===== src/rtl/fwb8_pkg.sv =====
package fwb8_pkg;

   // Decoded radix-8 digit: one-hot magnitude (1X,2X,3X,4X) plus negate flag
   typedef struct packed {
      logic       neg;
      logic [3:0] mag;
   } booth_dig_t;

   // Number of three-bit digit groups covering an n-bit multiplier
   function automatic int num_groups(input int n);
      return (n + 2) / 3;
   endfunction

   // Operand count after lvl rounds of 3:2 compression
   function automatic int csa_count(input int ops, input int lvl);
      int c;
      c = ops;
      for (int k = 0; k < lvl; k++) c = 2 * (c / 3) + (c % 3);
      return c;
   endfunction

   // Rounds of 3:2 compression needed to reach two vectors
   function automatic int csa_levels(input int ops);
      int c;
      int l;
      c = ops;
      l = 0;
      while (c > 2) begin
         c = 2 * (c / 3) + (c % 3);
         l++;
      end
      return l;
   endfunction

   // Bias in output LSBs: each discarded bit counted at half weight, rounded to nearest
   function automatic longint trunc_bias(input int n);
      longint twice_e;
      int     g;
      int     w;
      g = num_groups(n);
      w = n + 3;
      twice_e = 0;
      for (int i = 0; i < g; i++) begin
         for (int j = 0; j < w; j++) begin
            if (3 * i + j < n) twice_e += longint'(1) << (3 * i + j);
         end
         if (3 * i < n) twice_e += longint'(1) << (3 * i);
      end
      return (twice_e + (longint'(1) << n)) >> (n + 1);
   endfunction

   // Constant operand for the kept columns: sign-extension constants plus bias
   function automatic longint kept_const(input int n);
      longint ksum;
      longint mask2;
      longint mask1;
      int     g;
      int     w;
      g = num_groups(n);
      w = n + 3;
      ksum = 0;
      mask2 = (longint'(1) << (2 * n)) - 1;
      mask1 = (longint'(1) << n) - 1;
      for (int i = 0; i < g; i++) begin
         if (w - 1 + 3 * i < 2 * n) ksum += longint'(1) << (w - 1 + 3 * i);
      end
      return ((((((~ksum) + 1) & mask2) >> n) + trunc_bias(n)) & mask1);
   endfunction

endpackage


===== src/rtl/fwb8_booth_enc.sv =====
module fwb8_booth_enc
   import fwb8_pkg::*;
(
   input  logic [3:0] grp_i,
   output booth_dig_t dig_o
);

   always_comb begin
      dig_o = '0;
      unique case (grp_i)
         4'b0000: dig_o = '{neg: 1'b0, mag: 4'b0000};
         4'b0001,
         4'b0010: dig_o = '{neg: 1'b0, mag: 4'b0001};
         4'b0011,
         4'b0100: dig_o = '{neg: 1'b0, mag: 4'b0010};
         4'b0101,
         4'b0110: dig_o = '{neg: 1'b0, mag: 4'b0100};
         4'b0111: dig_o = '{neg: 1'b0, mag: 4'b1000};
         4'b1000: dig_o = '{neg: 1'b1, mag: 4'b1000};
         4'b1001,
         4'b1010: dig_o = '{neg: 1'b1, mag: 4'b0100};
         4'b1011,
         4'b1100: dig_o = '{neg: 1'b1, mag: 4'b0010};
         4'b1101,
         4'b1110: dig_o = '{neg: 1'b1, mag: 4'b0001};
         default: dig_o = '{neg: 1'b0, mag: 4'b0000};
      endcase
   end

endmodule


===== src/rtl/fwb8_hard_mult.sv =====
module fwb8_hard_mult #(
   parameter int W = 15
) (
   input  logic [W-1:0] x_i,
   output logic [W-1:0] x3_o
);

   // Shared 3X: one carry-propagate addition of 2X and X
   assign x3_o = (x_i << 1) + x_i;

endmodule


===== src/rtl/fwb8_pp_row.sv =====
module fwb8_pp_row
   import fwb8_pkg::*;
#(
   parameter int W = 15
) (
   input  logic [W-1:0] x_i,
   input  logic [W-1:0] x3_i,
   input  booth_dig_t   dig_i,
   output logic [W-1:0] row_o
);

   logic [W-1:0] sel;
   logic [W-1:0] inv;

   always_comb begin
      sel = ({W{dig_i.mag[0]}} & x_i)
          | ({W{dig_i.mag[1]}} & (x_i << 1))
          | ({W{dig_i.mag[2]}} & x3_i)
          | ({W{dig_i.mag[3]}} & (x_i << 2));
      // one's complement; the +1 is a separate correction bit at the row LSB
      inv   = sel ^ {W{dig_i.neg}};
      // inverted sign bit: the row's sign extension moves into a constant
      row_o = {~inv[W-1], inv[W-2:0]};
   end

endmodule


===== src/rtl/fwb8_csa_tree.sv =====
module fwb8_csa_tree
   import fwb8_pkg::*;
#(
   parameter int OPS   = 5,
   parameter int WIDTH = 12,
   localparam int LVLS = csa_levels(OPS)
) (
   input  logic [OPS-1:0][WIDTH-1:0] ops_i,
   output logic [WIDTH-1:0]          sum_o,
   output logic [WIDTH-1:0]          carry_o
);

   if (OPS < 3) begin : g_bad_ops
      $error("fwb8_csa_tree needs at least three operands");
   end

   for (genvar l = 0; l < LVLS; l++) begin : g_lvl
      localparam int CNT  = csa_count(OPS, l);
      localparam int TRIP = CNT / 3;
      localparam int REST = CNT - 3 * TRIP;
      localparam int NXT  = 2 * TRIP + REST;

      logic [CNT-1:0][WIDTH-1:0] cur;
      logic [NXT-1:0][WIDTH-1:0] nxt;

      if (l == 0) begin : g_first
         assign cur = ops_i;
      end else begin : g_chain
         assign cur = g_lvl[l-1].nxt;
      end

      for (genvar j = 0; j < TRIP; j++) begin : g_fa
         assign nxt[2*j]   = cur[3*j] ^ cur[3*j+1] ^ cur[3*j+2];
         assign nxt[2*j+1] = ((cur[3*j] & cur[3*j+1])
                            | (cur[3*j] & cur[3*j+2])
                            | (cur[3*j+1] & cur[3*j+2])) << 1;
      end

      for (genvar k = 0; k < REST; k++) begin : g_pass
         assign nxt[2*TRIP+k] = cur[3*TRIP+k];
      end
   end

   assign sum_o   = g_lvl[LVLS-1].nxt[0];
   assign carry_o = g_lvl[LVLS-1].nxt[1];

endmodule


===== src/rtl/fwb8_mul.sv =====
module fwb8_mul
   import fwb8_pkg::*;
#(
   parameter int WIDTH = 12,
   localparam int G    = num_groups(WIDTH),
   localparam int W    = WIDTH + 3,
   localparam int YW   = 3 * G,
   localparam int YEXT = YW - WIDTH,
   localparam int OPS  = G + 1
) (
   input  logic [WIDTH-1:0] mcand_i,
   input  logic [WIDTH-1:0] mplier_i,
   output logic [WIDTH-1:0] prod_hi_o
);

   localparam logic [WIDTH-1:0] CONST_KEPT = WIDTH'(kept_const(WIDTH));

   if (WIDTH < 6 || WIDTH > 28) begin : g_bad_width
      $error("fwb8_mul WIDTH must lie in 6..28");
   end

   logic [W-1:0]               x_ext;
   logic [YW:0]                y_pad;
   logic [G-1:0][3:0]          grp_w;
   booth_dig_t [G-1:0]         dig_w;
   logic [W-1:0]               x3_w;
   logic [G-1:0][W-1:0]        row_w;
   logic [OPS-1:0][WIDTH-1:0]  ops_w;
   logic [WIDTH-1:0]           tsum_w;
   logic [WIDTH-1:0]           tcar_w;

   assign x_ext = {{3{mcand_i[WIDTH-1]}}, mcand_i};

   // multiplier padded with a zero below bit 0 and sign bits above the top
   if (YEXT > 0) begin : g_yext
      assign y_pad = {{YEXT{mplier_i[WIDTH-1]}}, mplier_i, 1'b0};
   end else begin : g_ynoext
      assign y_pad = {mplier_i, 1'b0};
   end

   fwb8_hard_mult #(.W(W)) u_hard (
      .x_i  (x_ext),
      .x3_o (x3_w)
   );

   for (genvar i = 0; i < G; i++) begin : g_row
      assign grp_w[i] = y_pad[3*i+3 -: 4];

      fwb8_booth_enc u_enc (
         .grp_i (grp_w[i]),
         .dig_o (dig_w[i])
      );

      fwb8_pp_row #(.W(W)) u_row (
         .x_i   (x_ext),
         .x3_i  (x3_w),
         .dig_i (dig_w[i]),
         .row_o (row_w[i])
      );

      // only columns WIDTH..2*WIDTH-1 reach the tree; row i starts at column 3i
      for (genvar k = 0; k < WIDTH; k++) begin : g_col
         if (WIDTH + k - 3 * i < W) begin : g_take
            assign ops_w[i][k] = row_w[i][WIDTH+k-3*i];
         end else begin : g_zero
            assign ops_w[i][k] = 1'b0;
         end
      end
   end

   // every negate correction bit sits at column 3i < WIDTH, so it is covered by the bias
   assign ops_w[G] = CONST_KEPT;

   fwb8_csa_tree #(.OPS(OPS), .WIDTH(WIDTH)) u_tree (
      .ops_i   (ops_w),
      .sum_o   (tsum_w),
      .carry_o (tcar_w)
   );

   assign prod_hi_o = tsum_w + tcar_w;

endmodule


===== config.mk =====
export PLATFORM = sky130hd
export DESIGN_NAME = fwb8_mul
export DESIGN_NICKNAME = d
export VERILOG_FILES = /design/src/rtl/fwb8_pkg.sv /design/src/rtl/fwb8_booth_enc.sv /design/src/rtl/fwb8_hard_mult.sv /design/src/rtl/fwb8_pp_row.sv /design/src/rtl/fwb8_csa_tree.sv /design/src/rtl/fwb8_mul.sv
export SDC_FILE = /design/constraint.sdc
export NUM_CORES = 1
export LEC_CHECK = 0
export ABC_AREA = 1
export ABC_CLOCK_PERIOD_IN_PS = 6300
export BUFFER_PORTS_ARGS = -buffer_cell sky130_fd_sc_hd__clkbuf_2
export CAP_MARGIN = 20
export CORE_MARGIN = 3
export CORE_UTILIZATION = 31
export DETAILED_ROUTE_END_ITERATION = 10
export RECOVER_POWER = 25
export SETUP_SLACK_MARGIN = 0.05
export SKIP_LAST_GASP = 1
export SLEW_MARGIN = 10
export SYNTH_ARGS = -nofsm -noshare
export SYNTH_HDL_FRONTEND = slang
export SYNTH_SLANG_ARGS = --single-unit

===== constraint.sdc =====
create_clock -name vclk -period 6.3
set_input_delay 1.26 -clock vclk [all_inputs]
set_output_delay 1.26 -clock vclk [all_outputs]
set_load 0.005 [all_outputs]

* Yosys cells after proc, flatten, opt, wreduce, memory -nomap -nowiden
Memories as Yosys holds them, arrays and structs flattened.
Cells that the tools add are included.
** Word-level totals
- RAM bits :: 0
- Bits in latches :: 0
- Memories kept :: 4
- ROM bits :: 320
- Input bits :: 24
- Bits in registers :: 0
** Cells by class
- Reduce and logical (&&, ||, !) cells :: 0
- Equal/unequal tests :: 0
- Bitwise logic cells :: 55
- Add/sub/neg operators :: 2
- Mux-type cells :: 0
- $lt $le $gt $ge :: 0
- Multipliers :: 0
- Shift operators :: 0
- Div/mod/pow operators :: 0
** Memories
- (no name shown) :: words 16, bits a word 5, read ports 1, clocked after memory_dff 0, wr ports 0, RTL line fwb8_booth_enc.sv:10 : unique case (grp_i)
- (no name shown) :: words 16, bits a word 5, read ports 1, clocked after memory_dff 0, wr ports 0, RTL line fwb8_booth_enc.sv:10
- (no name shown) :: words 16, bits a word 5, read ports 1, clocked after memory_dff 0, wr ports 0, RTL line fwb8_booth_enc.sv:10
- (no name shown) :: words 16, bits a word 5, read ports 1, clocked after memory_dff 0, wr ports 0, RTL line fwb8_booth_enc.sv:10
** Operator list (count)
- bitwise AND 15 bit :: 16
- OR 15 bit :: 12
- XOR 15 bit :: 4
- OR 11 bit :: 5
- bitwise AND 11 bit :: 4
- XOR 12 bit :: 3
- adder 13 x 12 -> 14 bit :: 1
- adder 12 bit :: 1
- OR 11 x 9 -> 11 bit :: 1
- bitwise AND 3 x 9 -> 9 bit :: 1
- bitwise AND 6 x 9 -> 9 bit :: 1
- XOR 6 x 9 -> 9 bit :: 1
- inverter 8 bit :: 1
- bitwise AND 3 x 6 -> 6 bit :: 1
- XOR 3 x 6 -> 6 bit :: 1
- inverter 1 bit :: 4

* Logic depth before layout (Yosys ltp)
Gate-level depths: netlist of the first run.
An unclocked memory read counts as a cell.
- Word-level depth :: 17
- Gate-level depth with buffers :: 27

* By module
Synthesis of the first run repeated with hierarchy kept, for this count alone.
** Unflattened totals
- Cells, all modules :: 1015
- Area, all modules :: 5161.2 um^2
** Modules (own cells, without submodules)
- fwb8_pp_row :: cells an instance 149, instances 4, area an instance 636.9 um^2
- fwb8_csa_tree :: cells an instance 74, instances 1, area an instance 809.5 um^2
- fwb8_hard_mult :: cells an instance 148, instances 1, area an instance 777.0 um^2
- fwb8_mul :: cells an instance 121, instances 1, area an instance 636.9 um^2
- fwb8_booth_enc :: cells an instance 19, instances 4, area an instance 97.6 um^2

* Least setup slack after synthesis of the first run
OpenSTA, ideal clock, no wires.
- Path type :: input port to output port
- Start point :: input mcand_i[4]
- End point :: output prod_hi_o[8]
- Required time :: 5040 ps
- Stages :: 23
- Arrival :: 4763 ps
- Slack :: 277 ps
- Cell sequence :: ha_1 > nand2_1 > inv_1 > nand2_1 > nand2_1 > nand2_1 > nand4_1 > nand3_1 > nand2_1 > nand2_1 > nand2_1 > fa_1 > inv_1 > fa_1 > ha_1 > inv_1 > ha_1 > fa_1 > nand3_1 > nand2_1 > a21oi_1 > o21ai_0 > xor2_1
** Between the ends
- Cells in the longest elaborated chain, start to end :: 16
** RTL lines
- start, declared :: RTL line fwb8_mul.sv:11 : input logic [WIDTH-1:0] mcand_i,
- adder 13 x 12 -> 14 bit :: RTL line fwb8_hard_mult.sv:9 : assign x3_o = (x_i << 1) + x_i;
- bitwise AND 15 bit :: RTL line fwb8_pp_row.sv:18 : | ({W{dig_i.mag[2]}} & x3_i)
- OR 15 bit :: RTL line fwb8_pp_row.sv:18
- OR 15 bit :: RTL line fwb8_pp_row.sv:19 : | ({W{dig_i.mag[3]}} & (x_i << 2));
- XOR 15 bit :: RTL line fwb8_pp_row.sv:21 : inv = sel ^ {W{dig_i.neg}};
- inverter 1 bit :: RTL line fwb8_pp_row.sv:23 : row_o = {~inv[W-1], inv[W-2:0]};
- bitwise AND 3 x 6 -> 6 bit / bitwise AND 3 x 9 -> 9 bit (equally long branches) :: RTL line fwb8_csa_tree.sv:34, fwb8_csa_tree.sv:35
- OR 11 bit :: RTL line fwb8_csa_tree.sv:35 : | (cur[3*j] & cur[3*j+2])
- OR 11 x 9 -> 11 bit :: RTL line fwb8_csa_tree.sv:36 : | (cur[3*j+1] & cur[3*j+2])) << 1;
- bitwise AND 11 bit :: RTL line fwb8_csa_tree.sv:34 : assign nxt[2*j+1] = ((cur[3*j] & cur[3*j+1])
- OR 11 bit :: RTL line fwb8_csa_tree.sv:35
- OR 11 bit :: RTL line fwb8_csa_tree.sv:36
- bitwise AND 11 bit :: RTL line fwb8_csa_tree.sv:34
- OR 11 bit :: RTL line fwb8_csa_tree.sv:35
- OR 11 bit :: RTL line fwb8_csa_tree.sv:36
- adder 12 bit * :: RTL line fwb8_mul.sv:80 : assign prod_hi_o = tsum_w + tcar_w;
- end, declared :: RTL line fwb8_mul.sv:13 : output logic [WIDTH-1:0] prod_hi_o
Every way passes the cells marked *; elsewhere a longest branch is shown, timed or not.

* Final worst setup path of the first run
- Start point :: input mcand_i[9]
- End point :: output prod_hi_o[8]
The elaborated chain is that of the path after synthesis.

==> impl_results.md, run 1 <==
* VDD IR-drop max at 0.0001622 V
* Hold Crit Class: in2out
* Family with the most delay on the worst path: adder cells
* Crit path required time at 5.04 ns
* Core ar. at 0.007968 mm^2
* Synthesized area per cell at 5.588 um^2
* Cell variety after synth at 31
* Final Slew Violations at 0
* Crit Path Max Fanout at 3
* Post-DR vias/cell at 4.952
* RSZ-0062 raised after global routing: yes
* Synth-to-layout area growth at 46.89%
* Final setup TNS at 0 ns
* Vias after detailed routing at 3,323
* Drt initial violations at 163
* Net switching power at 0.5797 mW
* Synth Net Count at 542
* # setup viols final at 0
* Least-Margin Pin Slew at 0.4467 ns
* Critical path type: in2out
* Min Clock Period, post-route at 6.170 ns
* PD cells at 292.2 mW/mm^2
* Seq/Total Area, Yosys at 0%
* Max incr delay on CP at 0.52 ns
* Vias in the first global route at 3,205
* CLK BUF at 0
* Core Rows at 32
* Routed Antenna Nets at 0
* Slowest cell on the critical path: fa_1
* Placed Cells at 663
* Diode count at 0
* Largest net degree at the start of global routing at 12
* Sequential cell area at 0 um^2
* Pint at 0.5425 mW
* Layout cell share with drive strength beyond 1 at 36.20%
* Seq cells at 0
* Sequential power share at 0%
* Final net count at 645
* Residual DRC at 0
* Initial cell density of the core at 32.82%
* Critical path, cell by cell: buf_4, ha_4, nand2_2, nand2_1, a21oi_2, nand4_1, nand3_4, nand2_2, nand2_2, nand2_2, fa_1, inv_1, fa_1, ha_1, inv_2, ha_4, fa_2, nand3_2, nand2_2, a21oi_2, o21ai_1, xor2_1, buf_2
* Global route overflow at 0
* Die area at 0.009574 mm^2
* Mapped Cells at 468
* Sw frac at 51.66%
* Lkg Pwr at 2.132 nW
* Fillers at 842
* Hold path cells at 7
* Worst EP arrival at 4.91 ns
* Final period util at 97.94%
* Worst setup SP type: primary input
* Initial antenna violation count at 0
* Final Hold Fails at 0
* Routability cong. at 0.9669
* Most used cell along the critical path: nand2_2
* Finished Layout Cells at 671
* Io pins at 36
* First-pass GRT wire length at 14,450 um
* Routed Wire Length at 8470 um
* Crit path buf inv count at 4
* Crit path capture type: primary output
* WHS at 3.306 ns
* Clock power frac at 0%
* Number of port buffers at 36
* Post-Synthesis Cell Area at 0.002615 mm^2
* Die Y at 97.85 um
* Comb power frac at 100.0%
* Hpwl dp at 6921 um
* Synth Warn # at 0
* Critical path depth in cells at 23
* Max-cap viol count at 0
* Status: finished, final reports clean
* Die W at 97.85 um
* Rel. slew slack at 70.19%
* First drt pass iteration count at 5
* Fmax at 162.1 MHz
* Per-cell routed wire length at 12.62 um
* Tot GR Track Use at 17.48%
* Hold-fix buffer count after cts at 0
[logic make-up (layout without fill, tap and decap cells)]
group | count (synthesis) | count (layout) | share of synthesized area (%)
and+or+nand+nor | 255 | 255 | 41.96
buffers and inverters | 94 | 195 | 13.59
AOI/OAI and AO/OA | 58 | 58 | 13.68
adders and majority gates | 50 | 50 | 26.79
xor gates and xnor gates | 11 | 11 | 3.972
[per-layer routing]
| metal | global-route usage (%) | vias up | share of wire [%] |
|---|---|---|---|
| met5 | 0 | - | 0 |
| met1 | 24.86 | 1490 | 47 |
| li1 | - | 1710 | - |
| met2 | 30.68 | 109 | 46 |
| met4 | 1.704 | 0 | 1.6 |
| met3 | 0.2857 | 14 | 4.9 |
[power groups by stage]
stage,registers (mW),clock network [mW],logic (mW)
floorplan,0,0,0.594
global placement,0,0,0.975
detailed placement,0,0,0.987
CTS,0,0,1.06
global route,0,0,1.29
finish,0,0,1.12
[cell usage after synthesis (7+ instances only)]
cell	instances	area share [%]
nand2_1	152	22
inv_1	81	12
nand3_1	52	10
ha_1	40	19
nor2_1	28	4.0
a21oi_1	24	4.6
o22ai_1	16	3.8
fa_1	10	7.7
xor2_1	9	3.0
inv_2	8	1.1
nand4_1	7	1.7
[timing repair]
item                       4_1_cts  5_1_grt
setup buffers                    5        3
resized for setup               41       71
setup endpoints to repair        5        8
pin swaps                       25       34
[cell usage in the layout, fill, tap and decap left out, types with 3 or more instances in the layout]
| master | count |
|---|---|
| nor2_4 | 4 |
| nand3_1 | 41 |
| nand2_4 | 3 |
| o21ai_2 | 3 |
| nor2_1 | 23 |
| nand2_2 | 31 |
| o21ai_0 | 3 |
| ha_4 | 11 |
| nand2_1 | 121 |
| nand4_1 | 7 |
| buf_4 | 68 |
| o22ai_1 | 16 |
| xor2_1 | 9 |
| clkbuf_2 | 25 |
| inv_2 | 15 |
| fa_1 | 8 |
| buf_8 | 3 |
| ha_1 | 28 |
| a21oi_1 | 19 |
| nand3_2 | 13 |
| inv_1 | 74 |
| buf_2 | 3 |
| a21oi_2 | 8 |
| o21ai_1 | 4 |
[cell type report]
cell class	count	area, um^2	share of cell area, %
repair buffers	103	739.5	19.25
inverters	92	347.8	9.055
well taps	102	127.6	3.322
multi-input cells	374	2626	68.37
[path summary, 6_finish.rpt]
path,from,to,slack (ns)
worst min-delay path,mcand_i[1],prod_hi_o[0],3.31
worst max-delay path,mcand_i[9],prod_hi_o[8],0.13
[metrics by stage]
| step | setup WS (ns) | utilization, % | total power, mW | area, um^2 |
|---|---|---|---|---|
| floorplan | 0.2772 | - | 0.5938 | 2615 |
| global placement | -0.1032 | 42.15 | 0.9746 | 3358 |
| detailed placement | -0.2021 | 42.15 | 0.9870 | 3358 |
| CTS | 0.05107 | 45.37 | 1.061 | 3615 |
| global route | -0.1010 | 48.21 | 1.295 | 3841 |
| finish | 0.1300 | 48.21 | 1.122 | 3841 |
No activity file was read; power rests on OpenSTA's default activity.
==> run 2, diff against run 1 <==
--- a/config.mk
+++ b/config.mk
@@ -5,12 +5,11 @@
 export SDC_FILE = /design/constraint.sdc
 export NUM_CORES = 1
 export LEC_CHECK = 0
-export ABC_AREA = 1
 export ABC_CLOCK_PERIOD_IN_PS = 6300
 export BUFFER_PORTS_ARGS = -buffer_cell sky130_fd_sc_hd__clkbuf_2
 export CAP_MARGIN = 20
 export CORE_MARGIN = 3
-export CORE_UTILIZATION = 31
+export CORE_UTILIZATION = 40
 export DETAILED_ROUTE_END_ITERATION = 10
 export RECOVER_POWER = 25
 export SETUP_SLACK_MARGIN = 0.05
==> run 2 against run 1 <==
The flow now finishes with violations (setup timing). Global-route usage grew 3.9 points. Via count shrank 8.9%. Cell area grew 5.8%. Power grew 40%. Die area shrank 23%. Routed wire length shrank 7.3%. Area after synthesis shrank 2.9%. Fmax shrank 13%. Core utilization grew 19 points. Critical path type unchanged. Largest power group unchanged.
==> impl_results.md, run 2 <==
* Final Core Density at 67.46% (+19 points)
* Residual DRC at 0 (unchanged)
* Die W at 85.69 um (-12%)
* Synthesized area per cell at 7.448 um^2 (+33%)
* Synth-to-layout area growth at 60.05%
* Tot GR Track Use at 21.43% (+3.9 points)
* Routability cong. at 0.9168 (-5.2%)
* Clock power frac at 0% (unchanged)
* Drt initial violations at 166 (+1.8%)
* VDD IR-drop max at 0.0006331 V (+290%)
* Final period util at 112.6% (+15 points)
* CLK BUF at 0 (unchanged)
* Die area at 0.007342 mm^2 (-23%)
* Post-Synthesis Cell Area at 0.002540 mm^2 (-2.9%)
* Synth top cells by count: inv_1, ha_1, a21oi_1, xnor2_1, nor2_1
* Routed wl met2 at 4034 um (+2.8%)
* Post-DR vias/cell at 5.425 (+9.5%)
* Global route overflow at 0 (unchanged)
* Finished Layout Cells at 558 (-17%)
* Pint at 0.8746 mW (+61%)
* Sequential cell area at 0 um^2 (unchanged)
* WHS at 3.364 ns (+0.05803 ns)
* Initial antenna violation count at 0 (unchanged)
* Final net count at 559 (-13%)
* Sequential power share at 0% (unchanged)
* Per-cell routed wire length at 14.07 um (+11%)
* Violated checks: setup timing
* Seq/Total Area, Yosys at 0% (unchanged)
* Post-route setup slack at -0.7967 ns (-0.9267 ns)
* Hpwl dp at 6434 um (-7.0%)
* Top sig layer: met4
* Final Slew Violations at 0 (unchanged)
* First-pass GRT wire length at 13,260 um (-8.2%)
* Top cells by area, synth: ha_1, fa_1, xnor2_1
* Synth Warn # at 0 (unchanged)
* Multi-input logic area at 0.002623 mm^2 (-0.14%)
* RSZ-0062 raised after global routing: yes
* First drt pass iteration count at 6 (+1)
* Post-synth top area share at 19.70% (-2.1 points)
* PD cells at 386.0 mW/mm^2 (+32%)
* Routed Antenna Nets at 0 (unchanged)
* Largest net degree at the start of global routing at 16 (+4)
* Rel. slew slack at 69.58% (-0.61 points)
* Worst hold endpoint: prod_hi_o[11]
* Comb power frac at 100.0% (about the same)
* Worst setup SP type: primary input
* Mapped Cells at 341 (-27%)
* Core Rows at 28 (-13%)
* Initial cell density of the core at 42.15% (+9.3 points)
* Number of port buffers at 36 (unchanged)
* Diode count at 0 (unchanged)
* Placed Cells at 542 (-18%)
* Crit Path Max Fanout at 4 (+1)
* Commonest non-fill, non-tap cell in the layout: buf_4
* Seq cells at 0 (unchanged)
* Hold path cells at 7 (unchanged)
* Crit path capture type: primary output
* Worst EP arrival at 5.84 ns (+0.93 ns)
* Core ar. at 0.006026 mm^2 (-24%)
* Die Y at 85.69 um (-12%)
* Critical path type: in2out
* Min Clock Period, post-route at 7.097 ns (+0.9267 ns)
* Layout cell share with drive strength beyond 1 at 44.31% (+8.1 points)
* Max-cap viol count at 0 (unchanged)
* Cell variety after synth at 55 (+77%)
* Crit path required time at 5.04 ns (about the same)
* Pwr Total at 1.569 mW (+40%)
* Hold path start: mcand_i[11]
* Routed Wire Length at 7850 um (-7.3%)
* Lkg Pwr at 1.928 nW (-9.6%)
* Io pins at 36 (unchanged)
* Net switching power at 0.6944 mW (+20%)
* Least-Margin Pin Slew at 0.4563 ns (+0.009615 ns)
* Count leader, synth: inv_1
* Metal1 wirelength at 3379 um (-15%)
* # setup viols final at 8 (+8)
* Metal3 WL at 273 um (-34%)
* Final Hold Fails at 0 (unchanged)
* Vias in the first global route at 2,990 (-6.7%)
* Fillers at 518 (-38%)
* Fmax at 140.9 MHz (-13%)
* Vias after detailed routing at 3,027 (-8.9%)
* Sw frac at 44.26% (-7.4 points)
* Hold Crit Class: in2out
* Hold-fix buffer count after cts at 0 (unchanged)
* Status: complete, but fails checks
* Post-synth top area cell: ha_1
* Most frequent cells in the layout: buf_4, inv_1, ha_1, clkbuf_2, xnor2_1
* Synth Net Count at 415 (-23%)
==> run 2: changes by cell type after synthesis, moves of 8 or more <==
cell,previous run,this run
nand2_1,152,16
nand3_1,52,6
inv_1,81,49
xnor2_1,1,22
o22ai_1,16,0
a222oi_1,0,13
o21ai_0,5,16
nor2_1,28,18
inv_2,8,0
nor2b_1,0,8
o31ai_1,0,8
==> run 2: worst max-delay path by stage <==
stage	startpoint	end	slack (ns)	cells past startpoint
2_1_floorplan	mcand_i[8]	prod_hi_o[10]	-0.44	20
3_3_place_gp	mcand_i[2]	prod_hi_o[10]	-0.82	23
3_5_place_dp	mcand_i[2]	prod_hi_o[10]	-0.90	23
4_1_cts	mcand_i[9]	prod_hi_o[10]	-0.84	22
5_1_grt	mcand_i[9]	prod_hi_o[10]	-0.95	22
6_report	mcand_i[3]	prod_hi_o[10]	-0.80	23
==> run 2: timing repair <==
item | CTS | global route
pin swaps | 24 | 37
buffers inserted | 8 | 9
resized for setup | 34 | 41
setup endpoints to repair | 9 | 9
==> run 2: power by group through the flow <==
stage | clock (mW) | sequential [mW] | combinational [mW]
floorplan | 0 | 0 | 0.762
global placement | 0 | 0 | 1.24
detailed placement | 0 | 0 | 1.27
CTS | 0 | 0 | 1.49
global route | 0 | 0 | 1.75
finish | 0 | 0 | 1.57
==> run 2: per-stage QoR <==
stage	setup slack, ns	TNS [ns]	instance area [um^2]
finish	-0.7967	-3.729	4065
global placement	-0.8222	-4.064	3654
global route	-0.9518	-5.234	4065
detailed placement	-0.8950	-4.350	3654
CTS	-0.8392	-4.043	3894
floorplan	-0.4354	-0.9734	2641
==> run 2: critical path, cell delays in order <==
cell and delay [ns]:
buf_8 0.11, ha_4 0.29, nand4_1 0.16, a21oi_2 0.20, buf_6 0.14, o21ai_4 0.05
or4_1 0.50, nand4_1 0.12, xnor2_1 0.14, fa_1 0.47, fa_1 0.47, inv_1 0.07
ha_2 0.16, inv_2 0.04, ha_4 0.16, fa_2 0.35, a21o_1 0.17, a21oi_2 0.14
nor2b_1 0.06, o21a_1 0.18, o41a_1 0.32, xor2_1 0.15, buf_2 0.13
==> run 2: metal layers <==
metal	up-vias	track usage, %
li1	1529	-
met1	1407	26.52
met2	77	41.03
met3	14	1.345
met4	0	3.309
met5	-	0
==> run 2: layout make-up <==
| class | count | area share (%) |
|---|---|---|
| multi-input combinational | 277 | 64.51 |
| timing repair buffer | 157 | 28.66 |
| inverter | 49 | 4.524 |
| tap | 75 | 2.308 |
==> run 2: cell families (layout without fill, tap and decap cells) <==
group | count (synthesis) | in the layout | share of synthesized area [%]
mux | 1 | 1 | 0.4433
buf+inv | 64 | 206 | 9.704
simple gates | 75 | 75 | 15.17
fa+ha+maj | 51 | 51 | 27.98
xor+xnor | 39 | 39 | 13.74
compound gates | 111 | 111 | 32.96
==> run 3, diff against run 2 <==
--- a/config.mk
+++ b/config.mk
@@ -9,7 +9,7 @@
 export BUFFER_PORTS_ARGS = -buffer_cell sky130_fd_sc_hd__clkbuf_2
 export CAP_MARGIN = 20
 export CORE_MARGIN = 3
-export CORE_UTILIZATION = 40
+export CORE_UTILIZATION = 33
 export DETAILED_ROUTE_END_ITERATION = 10
 export RECOVER_POWER = 25
 export SETUP_SLACK_MARGIN = 0.05
==> run 3 against run 2 <==
The flow still finishes with violations (setup timing). Flip-flop and latch count did not move. Global-route usage fell by 3.8 points. Routed wire length fell by 0.90%. Clock-buffer cell count did not move. Combinational power rose by 13%. Non-clock buffer count rose by 1. Setup slack got worse by 0.061 ns. Sequential share of layout area did not move. Fmax fell by 0.85%. Cell count rose by 4.5%. First-iteration DRC count rose by 37%.
==> impl_results.md, run 3 (synthesis results as in run 2) <==
* WHS at 3.389 ns (+0.02570 ns)
* Hold Crit Class: in2out
* Global route overflow at 0 (unchanged)
* Least-Margin Pin Slew at 0.4609 ns (+0.004632 ns)
* Final net count at 560 (+0.18%)
* Diode count at 0 (unchanged)
* Critical path, cell by cell: buf_8, ha_4, a2111oi_4, o21ai_2, o211ai_4, nor3b_4, or2_4, o211ai_1, fa_1, inv_2, fa_2, ha_4, inv_2, ha_4, fa_2, a21o_1, a21oi_2, nor2b_1, o21a_1, o41a_1, xor2_1, buf_2
* Vias in the first global route at 2,918 (-2.4%)
* Io pins at 36 (unchanged)
* Status: complete, but fails checks
* Seq cells at 0 (unchanged)
* Layout cell share with drive strength beyond 1 at 43.39% (-0.92 points)
* Place WS at -0.9458 ns (-0.05083 ns)
* Min Clock Period, post-route at 7.158 ns (+0.06097 ns)
* Residual DRC at 0 (unchanged)
* Lkg Pwr at 1.930 nW (about the same)
* Worst setup SP type: primary input
* Final Slew Violations at 0 (unchanged)
* Final period util at 113.6% (+0.97 points)
* Critical path type: in2out
* Finished Cell Area at 0.004089 mm^2 (+0.58%)
* Synth-to-layout area growth at 60.99%
* PD cells at 432.9 mW/mm^2 (+12%)
* Most frequent cells in the layout: buf_4, inv_1, clkbuf_2, ha_1, xnor2_1
* First drt pass iteration count at 6 (unchanged)
* First-pass GRT wire length at 13,040 um (-1.7%)
* Tot GR Track Use at 17.58% (-3.8 points)
* Max-cap viol count at 0 (unchanged)
* Crit Path Max Fanout at 3 (-1)
* # setup viols final at 8 (unchanged)
* Initial antenna violation count at 0 (unchanged)
* VDD IR-drop max at 0.0002462 V (-61%)
* Finished Layout Cells at 583 (+4.5%)
* RSZ-0062 raised after global routing: yes
* Die Y at 93.73 um (+9.4%)
* Largest net degree at the start of global routing at 16 (unchanged)
* Vias after detailed routing at 3,005 (-0.73%)
* Crit path capture type: primary output
* Sequential cell area at 0 um^2 (unchanged)
* Rel. slew slack at 69.27% (-0.31 points)
* Final Hold Fails at 0 (unchanged)
* Routed Wire Length at 7779 um (-0.90%)
* Commonest non-fill, non-tap cell in the layout: buf_4
* Die W at 93.73 um (+9.4%)
* Crit path required time at 5.04 ns (about the same)
* Core Rows at 31 (+11%)
* Hpwl dp at 6361 um (-1.1%)
* Pwr Total at 1.770 mW (+13%)
* Drt initial violations at 228 (+37%)
* Routability cong. at 0.8841 (-3.6%)
* Placed Cells at 565 (+4.2%)
* DP Area at 0.003664 mm^2 (+0.27%)
* Slowest cell on the critical path: fa_1
* Worst EP arrival at 5.90 ns (+0.06 ns)
* Number of port buffers at 36 (unchanged)
* Initial cell density of the core at 34.47% (-7.7 points)
* Per-cell routed wire length at 13.34 um (-5.2%)
* Violated checks: setup timing
* Post-route setup slack at -0.8577 ns (-0.06097 ns)
* Core ar. at 0.007370 mm^2 (+22%)
* Post-DR vias/cell at 5.154 (-5.0%)
* Die area at 0.008785 mm^2 (+20%)
* Max incr delay on CP at 0.57 ns (+0.07 ns)
* Fmax at 139.7 MHz (-0.85%)
* Most used cell along the critical path: ha_4
* CLK BUF at 0 (unchanged)
* Routed Antenna Nets at 0 (unchanged)
-- run 3: changes by cell type in the layout (fill, tap and decap cells not counted), sizes merged --
cell / delta
clkbuf: +11
buf: -10
-- run 3: final timing paths --
check        start             to  slack [ns]  cells after the start
max     mcand_i[8]  prod_hi_o[10]       -0.86                     22
min    mcand_i[11]  prod_hi_o[11]        3.39                      7
-- run 3: routing by layer --
| metal | track usage [%] | wire [um] | vias to the layer above |
|---|---|---|---|
| li1 | - | - | 1528 |
| met1 | 22.75 | 3424 | 1385 |
| met2 | 33.12 | 3994 | 82 |
| met3 | 0.5609 | 276 | 10 |
| met4 | 2.046 | 84 | 0 |
| met5 | 0 | 0 | - |
-- run 3: layout make-up --
class,count,area [um^2]
fillers,711,3281
inverters,49,186.4
multi-input cells,277,2590
well taps,99,123.9
repair buffers,158,1189
-- run 3: what timing repair did --
action                                  CTS  global route
cloned                                    0             0
endpoints found under the setup margin    9             9
hold buffers                              0             0
gates resized for setup                  50             8
setup buffers                            18             2
pin swaps                                11            18
-- run 3: critical path: cells and delay by family --
family,cells,cell delay [ns]
adders and majority gates,6,2.05
AOI/OAI and AO/OA,8,1.68
and+or+nand+nor,3,0.45
buffers and inverters,4,0.31
xor gates and xnor gates,1,0.14
-- run 3: power by group --
part           leakage, nW  switching, mW  internal, mW
logic                 1.93          0.742          1.03
clock network            0              0             0
registers                0              0             0
-- run 3: metrics by stage --
| stage | util [%] | TNS (ns) |
|---|---|---|
| floorplan | - | -0.9734 |
| global placement | 49.71 | -4.545 |
| detailed placement | 49.71 | -4.877 |
| CTS | 54.97 | -4.572 |
| global route | 55.48 | -6.965 |
| finish | 55.48 | -5.292 |
